File: config.mk
export PLATFORM = sky130hd
export DESIGN_NAME = fft_addr_gen
export DESIGN_NICKNAME = d
export VERILOG_FILES = /design/src/rtl/fft_ag_pkg.sv /design/src/rtl/fft_ag_seq.sv /design/src/rtl/fft_ag_io.sv /design/src/rtl/fft_ag_bfly.sv /design/src/rtl/fft_addr_gen.sv
export SDC_FILE = /design/constraint.sdc
export NUM_CORES = 1
export LEC_CHECK = 0
export ABC_AREA = 1
export CORE_UTILIZATION = 35
export DETAILED_ROUTE_END_ITERATION = 6
export PLACE_DENSITY = 0.62
export RECOVER_POWER = 100
export SLEW_MARGIN = 20
export SYNTH_ARGS = -nofsm -noshare
export SYNTH_HDL_FRONTEND = slang
export SYNTH_SLANG_ARGS = --single-unit
File: constraint.sdc
create_clock -name clk_i -period 13.2 [get_ports clk_i]
set_input_delay 2.64 -clock clk_i [delete_from_list [all_inputs] [get_ports clk_i]]
set_output_delay 2.64 -clock clk_i [all_outputs]
set_load 0.005 [all_outputs]
File: src/rtl/fft_ag_pkg.sv
package fft_ag_pkg;
  localparam int unsigned LOG_N = 10;
  localparam int unsigned AW    = LOG_N - 1;
  localparam int unsigned MW    = LOG_N - 2;
  localparam int unsigned SW    = 4;

  typedef enum logic [1:0] {
    MODE_IN   = 2'd0,
    MODE_FFT  = 2'd1,
    MODE_OUT  = 2'd2,
    MODE_IDLE = 2'd3
  } mode_e;
endpackage

File: src/rtl/fft_ag_seq.sv
module fft_ag_seq
  import fft_ag_pkg::*;
#(
  parameter int unsigned LW = LOG_N,
  parameter int unsigned SB = SW
) (
  input  logic          clk_i,
  input  logic          rst_ni,
  input  logic [1:0]    mode_i,
  input  logic          step_i,
  output logic          act_o,
  output logic [LW-1:0] cnt_o,
  output logic [SB-1:0] stage_o
);
  localparam int unsigned MB = LW - 2;
  localparam logic [SB-1:0] LAST_STAGE = SB'(LW);

  logic [1:0]    mode_q;
  logic [LW-1:0] cnt_q;
  logic [SB-1:0] stage_q;
  logic          restart;
  logic          wrap;

  assign restart = mode_i != mode_q;
  assign cnt_o   = restart ? '0 : cnt_q;
  assign stage_o = restart ? SB'(1) : stage_q;
  assign act_o   = step_i && (mode_i != MODE_IDLE);
  assign wrap    = act_o && (mode_i == MODE_FFT) && (&cnt_o[MB-1:0]);

  always_ff @(posedge clk_i or negedge rst_ni) begin
    if (!rst_ni) begin
      mode_q  <= MODE_IN;
      cnt_q   <= '0;
      stage_q <= SB'(1);
    end else begin
      mode_q  <= mode_i;
      cnt_q   <= act_o ? cnt_o + LW'(1) : cnt_o;
      if (wrap) stage_q <= (stage_o == LAST_STAGE) ? SB'(1) : stage_o + SB'(1);
      else      stage_q <= stage_o;
    end
  end
endmodule

File: src/rtl/fft_ag_io.sv
module fft_ag_io
  import fft_ag_pkg::*;
#(
  parameter int unsigned LW = LOG_N
) (
  input  logic          rev_i,
  input  logic [LW-1:0] idx_i,
  output logic [LW-2:0] addr_o,
  output logic          bank_o
);
  logic [LW-1:0] sel;

  for (genvar g = 0; g < LW; g++) begin : g_rev
    assign sel[g] = rev_i ? idx_i[LW-1-g] : idx_i[g];
  end

  assign addr_o = sel[LW-2:0];
  assign bank_o = ^sel;
endmodule

File: src/rtl/fft_ag_bfly.sv
module fft_ag_bfly
  import fft_ag_pkg::*;
#(
  parameter int unsigned LW = LOG_N,
  parameter int unsigned SB = SW
) (
  input  logic [LW-3:0] m_i,
  input  logic [SB-1:0] stage_i,
  output logic [LW-2:0] a00_o,
  output logic [LW-2:0] a10_o,
  output logic [LW-2:0] a01_o,
  output logic [LW-2:0] a11_o,
  output logic          bank_o
);
  localparam int unsigned MB = LW - 2;

  int unsigned   pos;
  logic [LW-1:0] k1, ns_w, bf_w;

  always_comb begin
    pos = (int'(stage_i) <= 2) ? LW - 2 : LW - int'(stage_i);
    k1  = '0;
    for (int j = 0; j < LW; j++) begin
      if (j < int'(pos))            k1[j] = m_i[j];
      else if (j >= int'(pos) + 2)  k1[j] = m_i[j-2];
    end
    ns_w = LW'(1) << (LW - int'(stage_i));
    bf_w = (stage_i == SB'(1)) ? (ns_w >> 1) : (ns_w << 1);
  end

  logic [LW-1:0] sum_01, sum_11, sum_10;
  assign sum_01 = k1 + ns_w;
  assign sum_11 = k1 + bf_w;
  assign sum_10 = k1 + ns_w + bf_w;

  assign a00_o  = k1[LW-2:0];
  assign a01_o  = sum_01[LW-2:0];
  assign a11_o  = sum_11[LW-2:0];
  assign a10_o  = sum_10[LW-2:0];
  assign bank_o = ^k1;

  logic unused_m;
  assign unused_m = ^m_i[MB-1:0] & 1'b0;
endmodule

File: src/rtl/fft_addr_gen.sv
module fft_addr_gen
  import fft_ag_pkg::*;
(
  input  logic          clk_i,
  input  logic          rst_ni,
  input  logic [1:0]    mode_i,
  input  logic          step_i,
  output logic [AW-1:0] a00_o,
  output logic [AW-1:0] a10_o,
  output logic [AW-1:0] a01_o,
  output logic [AW-1:0] a11_o,
  output logic          bank_o,
  output logic [SW-1:0] stage_o,
  output logic          valid_o
);
  logic             act;
  logic [LOG_N-1:0] cnt;
  logic [SW-1:0]    stage;

  fft_ag_seq #(.LW(LOG_N), .SB(SW)) i_seq (
    .clk_i, .rst_ni, .mode_i, .step_i,
    .act_o(act), .cnt_o(cnt), .stage_o(stage)
  );

  logic [AW-1:0] io_addr;
  logic          io_bank;

  fft_ag_io #(.LW(LOG_N)) i_io (
    .rev_i(mode_i == MODE_OUT), .idx_i(cnt),
    .addr_o(io_addr), .bank_o(io_bank)
  );

  logic [AW-1:0] b00, b10, b01, b11;
  logic          b_bank;

  fft_ag_bfly #(.LW(LOG_N), .SB(SW)) i_bfly (
    .m_i(cnt[MW-1:0]), .stage_i(stage),
    .a00_o(b00), .a10_o(b10), .a01_o(b01), .a11_o(b11), .bank_o(b_bank)
  );

  logic is_fft;
  assign is_fft = mode_i == MODE_FFT;

  always_ff @(posedge clk_i or negedge rst_ni) begin
    if (!rst_ni) begin
      a00_o   <= '0;
      a10_o   <= '0;
      a01_o   <= '0;
      a11_o   <= '0;
      bank_o  <= 1'b0;
      stage_o <= SW'(1);
      valid_o <= 1'b0;
    end else begin
      valid_o <= act;
      if (act) begin
        a00_o   <= is_fft ? b00 : io_addr;
        a10_o   <= is_fft ? b10 : '0;
        a01_o   <= is_fft ? b01 : '0;
        a11_o   <= is_fft ? b11 : '0;
        bank_o  <= is_fft ? b_bank : io_bank;
        stage_o <= stage;
      end
    end
  end
endmodule

==> results.py <==
metrics = {
    "status": {
        "status": "complete, but fails checks",
        "violations": "max-capacitance violations, max-slew violations",
    },
    "global_routing": {
        "antenna_found_initial": 0,
        "grtUsageTotal_pct": 19.1,
        "grt_pass1_wl_mm": 19.7,
        "grt_pass1_vias": 4048,
        "grt.overflow.total": 0,
        "grt_max_degree": 59,
    },
    "timing": {
        "skew_ns": 0.00604,
        "worst_pin_slew_ns": 3.13,
        "tns_ns": 0,
        "setup_slack_ns": 3.43,
        "setup_viol": 0,
        "slew_headroom_pct": -109,
        "max_freq_ghz": 0.102,
        "rsz0062_at_grt": "false",
        "finalCritPeriodShare_pct": 74.0,
        "hold_viol": 0,
        "timing.final.crit_period_ns": 9.77,
        "slew_viol_final": 106,
    },
    "logic_synthesis": {
        "synth-compound-area-share_pct": 12.9,
        "seq_area_frac_synth_pct": 31.8,
        "synthesis.nets": 671,
        "synth_edf_count": 0,
        "synth_xor_area_share_pct": 6.10,
        "syn_inst": 626,
        "synth_area_per_cell_um2": 7.31,
        "async_reset_ff_share_pct": 100,
        "yosysWarnings": 0,
        "synth_top_family_by_area": "simple AND/OR/NAND/NOR gates",
        "yosys-mux-area-fraction_pct": 0,
        "syn_area_um2": 4580,
        "synth_flop_cell": "dfrtp_1",
        "synth-simple-area-share_pct": 29.0,
        "synth_adder_area_share_pct": 11.4,
        "synth-seq-cells": 58,
        "yosysUniqueCellTypes": 40,
    },
    "worst_setup_path": {
        "rrSetupSlack_ns": 6.26,
        "critPathMaxStageDelay_ns": 0.81,
        "cpLargestDelayFamily": "simple AND/OR/NAND/NOR gates",
        "crit_path_frequent_cell": "nand2_1",
        "worstPathBufferInverterCount": 7,
        "crit_type": "primary input to register",
        "cp_slowest_cell": "nor2_1",
        "startpoint_type": "primary input",
        "arrival_ns": 9.97,
        "critPathCaptureType": "register",
        "required_ns": 13.40,
        "cp_max_fo": 13,
    },
    "die": {
        "start_util_pct": 36.1,
        "die_y_um": 116,
        "ios": 47,
        "core_area_um2": 12700,
        "die_x_um": 116,
        "rows": 41,
        "dieArea_um2": 13500,
    },
    "cts": {
        "clk_pin_slew_ns": 0.05,
        "hold_buffers": 0,
        "cts_root_buffer": "clkbuf_16",
        "cts_tree": "yes",
        "htreeDepth": 3,
        "numCtsBuffers": 9,
        "cts.repair.resized": 0,
        "insertion_delay_ns": 0.33,
        "post_cts_buffers": 0,
        "clock_path_buffers": 2,
        "clock-sinks": 58,
    },
    "placed_design": {
        "dp.final_hpwl_mm": 9.22,
        "gp_congestion": 0.872,
        "place_area_um2": 5210,
        "numPortBuffers": 46,
        "dp_slack_ns": 3.92,
    },
    "power_and_ir_drop": {
        "powerDensity_nw_per_um2": 81.2,
        "finalPower_w": 0.000441,
        "max-vdd-ir-drop_mv": 0.0549,
        "p_leak_nw": 2.80,
    },
    "worst_hold_path": {
        "hp-class": "register to register",
    },
    "finish": {
        "drive_above_1_share_pct": 6.91,
        "fin_nets": 720,
        "area_delta_synth_final_pct": 18.8,
        "antenna-diode-count": 0,
        "stdcell_area_um2": 5440,
    },
    "route": {
        "dr_total_vias": 4219,
        "wl_per_cell_um": 14.1,
        "detail-route-antenna-nets": 0,
        "drtIter0Drc": 341,
        "vias_per_cell": 4.95,
        "drc_errors": 0,
        "drtPass1Iterations": 6,
        "wl_mm": 12.0,
    },
    "run": {
        "maxCapViolations": 2,
    },
}
worst min-delay path, cell delays in order (launching register included):
cell,delay [ns]
dfrtp_1,0.33
nand2_1,0.05
o21ai_0,0.05
cell usage in the layout, fill, tap and decap left out, drive strengths merged:
cell type,Yosys,layout
clkdlybuf4s50,0,1
clkinv,3,6
ha,37,37
a22o,8,8
xnor2,12,12
nand2,153,153
dfrtp,56,56
o31ai,4,4
dlygate4sd3,0,44
a211oi,1,1
inv,88,88
nor4,2,2
a21o,1,1
and3,1,1
dfstp,2,2
a31oi,4,4
nor2,73,73
o22ai,4,4
fa,3,3
nand3,43,43
xor2,19,19
clkinvlp,0,1
o211ai,2,2
o21ai,56,56
nor3,8,8
nand4,12,12
clkbuf,10,15
buf,2,2
a21oi,19,19
o21bai,3,3
registers in the layout (all words and copies together) (netlist names):
| signal | cells |
|---|---|
| i_seq.cnt_q | 10 |
| a00_o | 9 |
| a01_o | 9 |
| a10_o | 9 |
| a11_o | 9 |
| i_seq.stage_q | 4 |
| stage_o | 4 |
| i_seq.mode_q | 2 |
| bank_o | 1 |
| valid_o | 1 |
report_power, final:
group | internal [W] | total [W] | switching [W]
combinational | 0.0000154 | 0.0000403 | 0.0000248
sequential | 0.000185 | 0.000188 | 0.00000328
clock | 0.000131 | 0.000213 | 0.0000826
total | 0.000331 | 0.000441 | 0.000111
worst paths after layout:
kind / start / end / cells after the start
setup / recovery: mode_i[0] / a10_o[8] / 43
hold / removal: stage_o[3] / stage_o[3] / 2
setup reg to reg: i_seq.mode_q[1] / a10_o[8] / 41
hold reg to reg: stage_o[3] / stage_o[3] / 2
max in group asynchronous: rst_ni / a11_o[4] / 2
min in group asynchronous: rst_ni / stage_o[2] / 2
layout make-up:
type | count | area (um2)
multi-input cells | 465 | 2680
inverters | 91 | 343
clock buffers | 12 | 246
flip-flops and latches | 58 | 1450
repair buffers | 50 | 474
clock inverters | 4 | 20.0
fillers | 1302 | 7240
well taps | 172 | 215
routing by layer:
metal | track usage, % | vias up | wire, um | share of wire (%)
met5 | 0 | - | 0 | 0
met4 | 6.24 | 0 | 174 | 1.4
met3 | 3.06 | 13 | 623 | 5.2
met2 | 32.0 | 121 | 5640 | 47
met1 | 25.0 | 1944 | 5580 | 46
li1 | - | 2141 | - | -
per-stage QoR:
stage | util [%] | hold slack (ns) | std cells
floorplan | - | 0.472 | 626
global placement | 41.1 | 0.464 | 835
detailed placement | 41.1 | 0.473 | 835
CTS | 43.2 | 0.486 | 851
global route | 42.9 | 0.499 | 852
finish | 42.9 | 0.473 | 852
kinds of logic after synthesis:
logic type,count (synthesis)
XOR/XNOR,31
buffers and inverters,103
AO/OA/AOI/OAI,102
AND/OR/NAND/NOR,292
adder cells (fa/ha/maj),40
flip-flops,58
synthesized netlist by cell type (5+ instances only):
cell type  instances  area (um2)
nand2_1          137         514
clkbuf_1          10        37.5
inv_1             82         308
o21ai_0           48         240
xnor2_1           12         105
xor2_1            18         158
nand3_2            5        50.1
ha_1              37         463
a22o_1             8        70.1
nand3_1           36         180
nor3_1             7        35.0
dfrtp_1           56        1400
nor2_1            68         255
a21oi_1           19        95.1
inv_2              6        22.5
nand4_1           11        68.8
o21ai_1            8        40.0
nand2_2           15        93.8
Power figures use the tool's default switching activity.
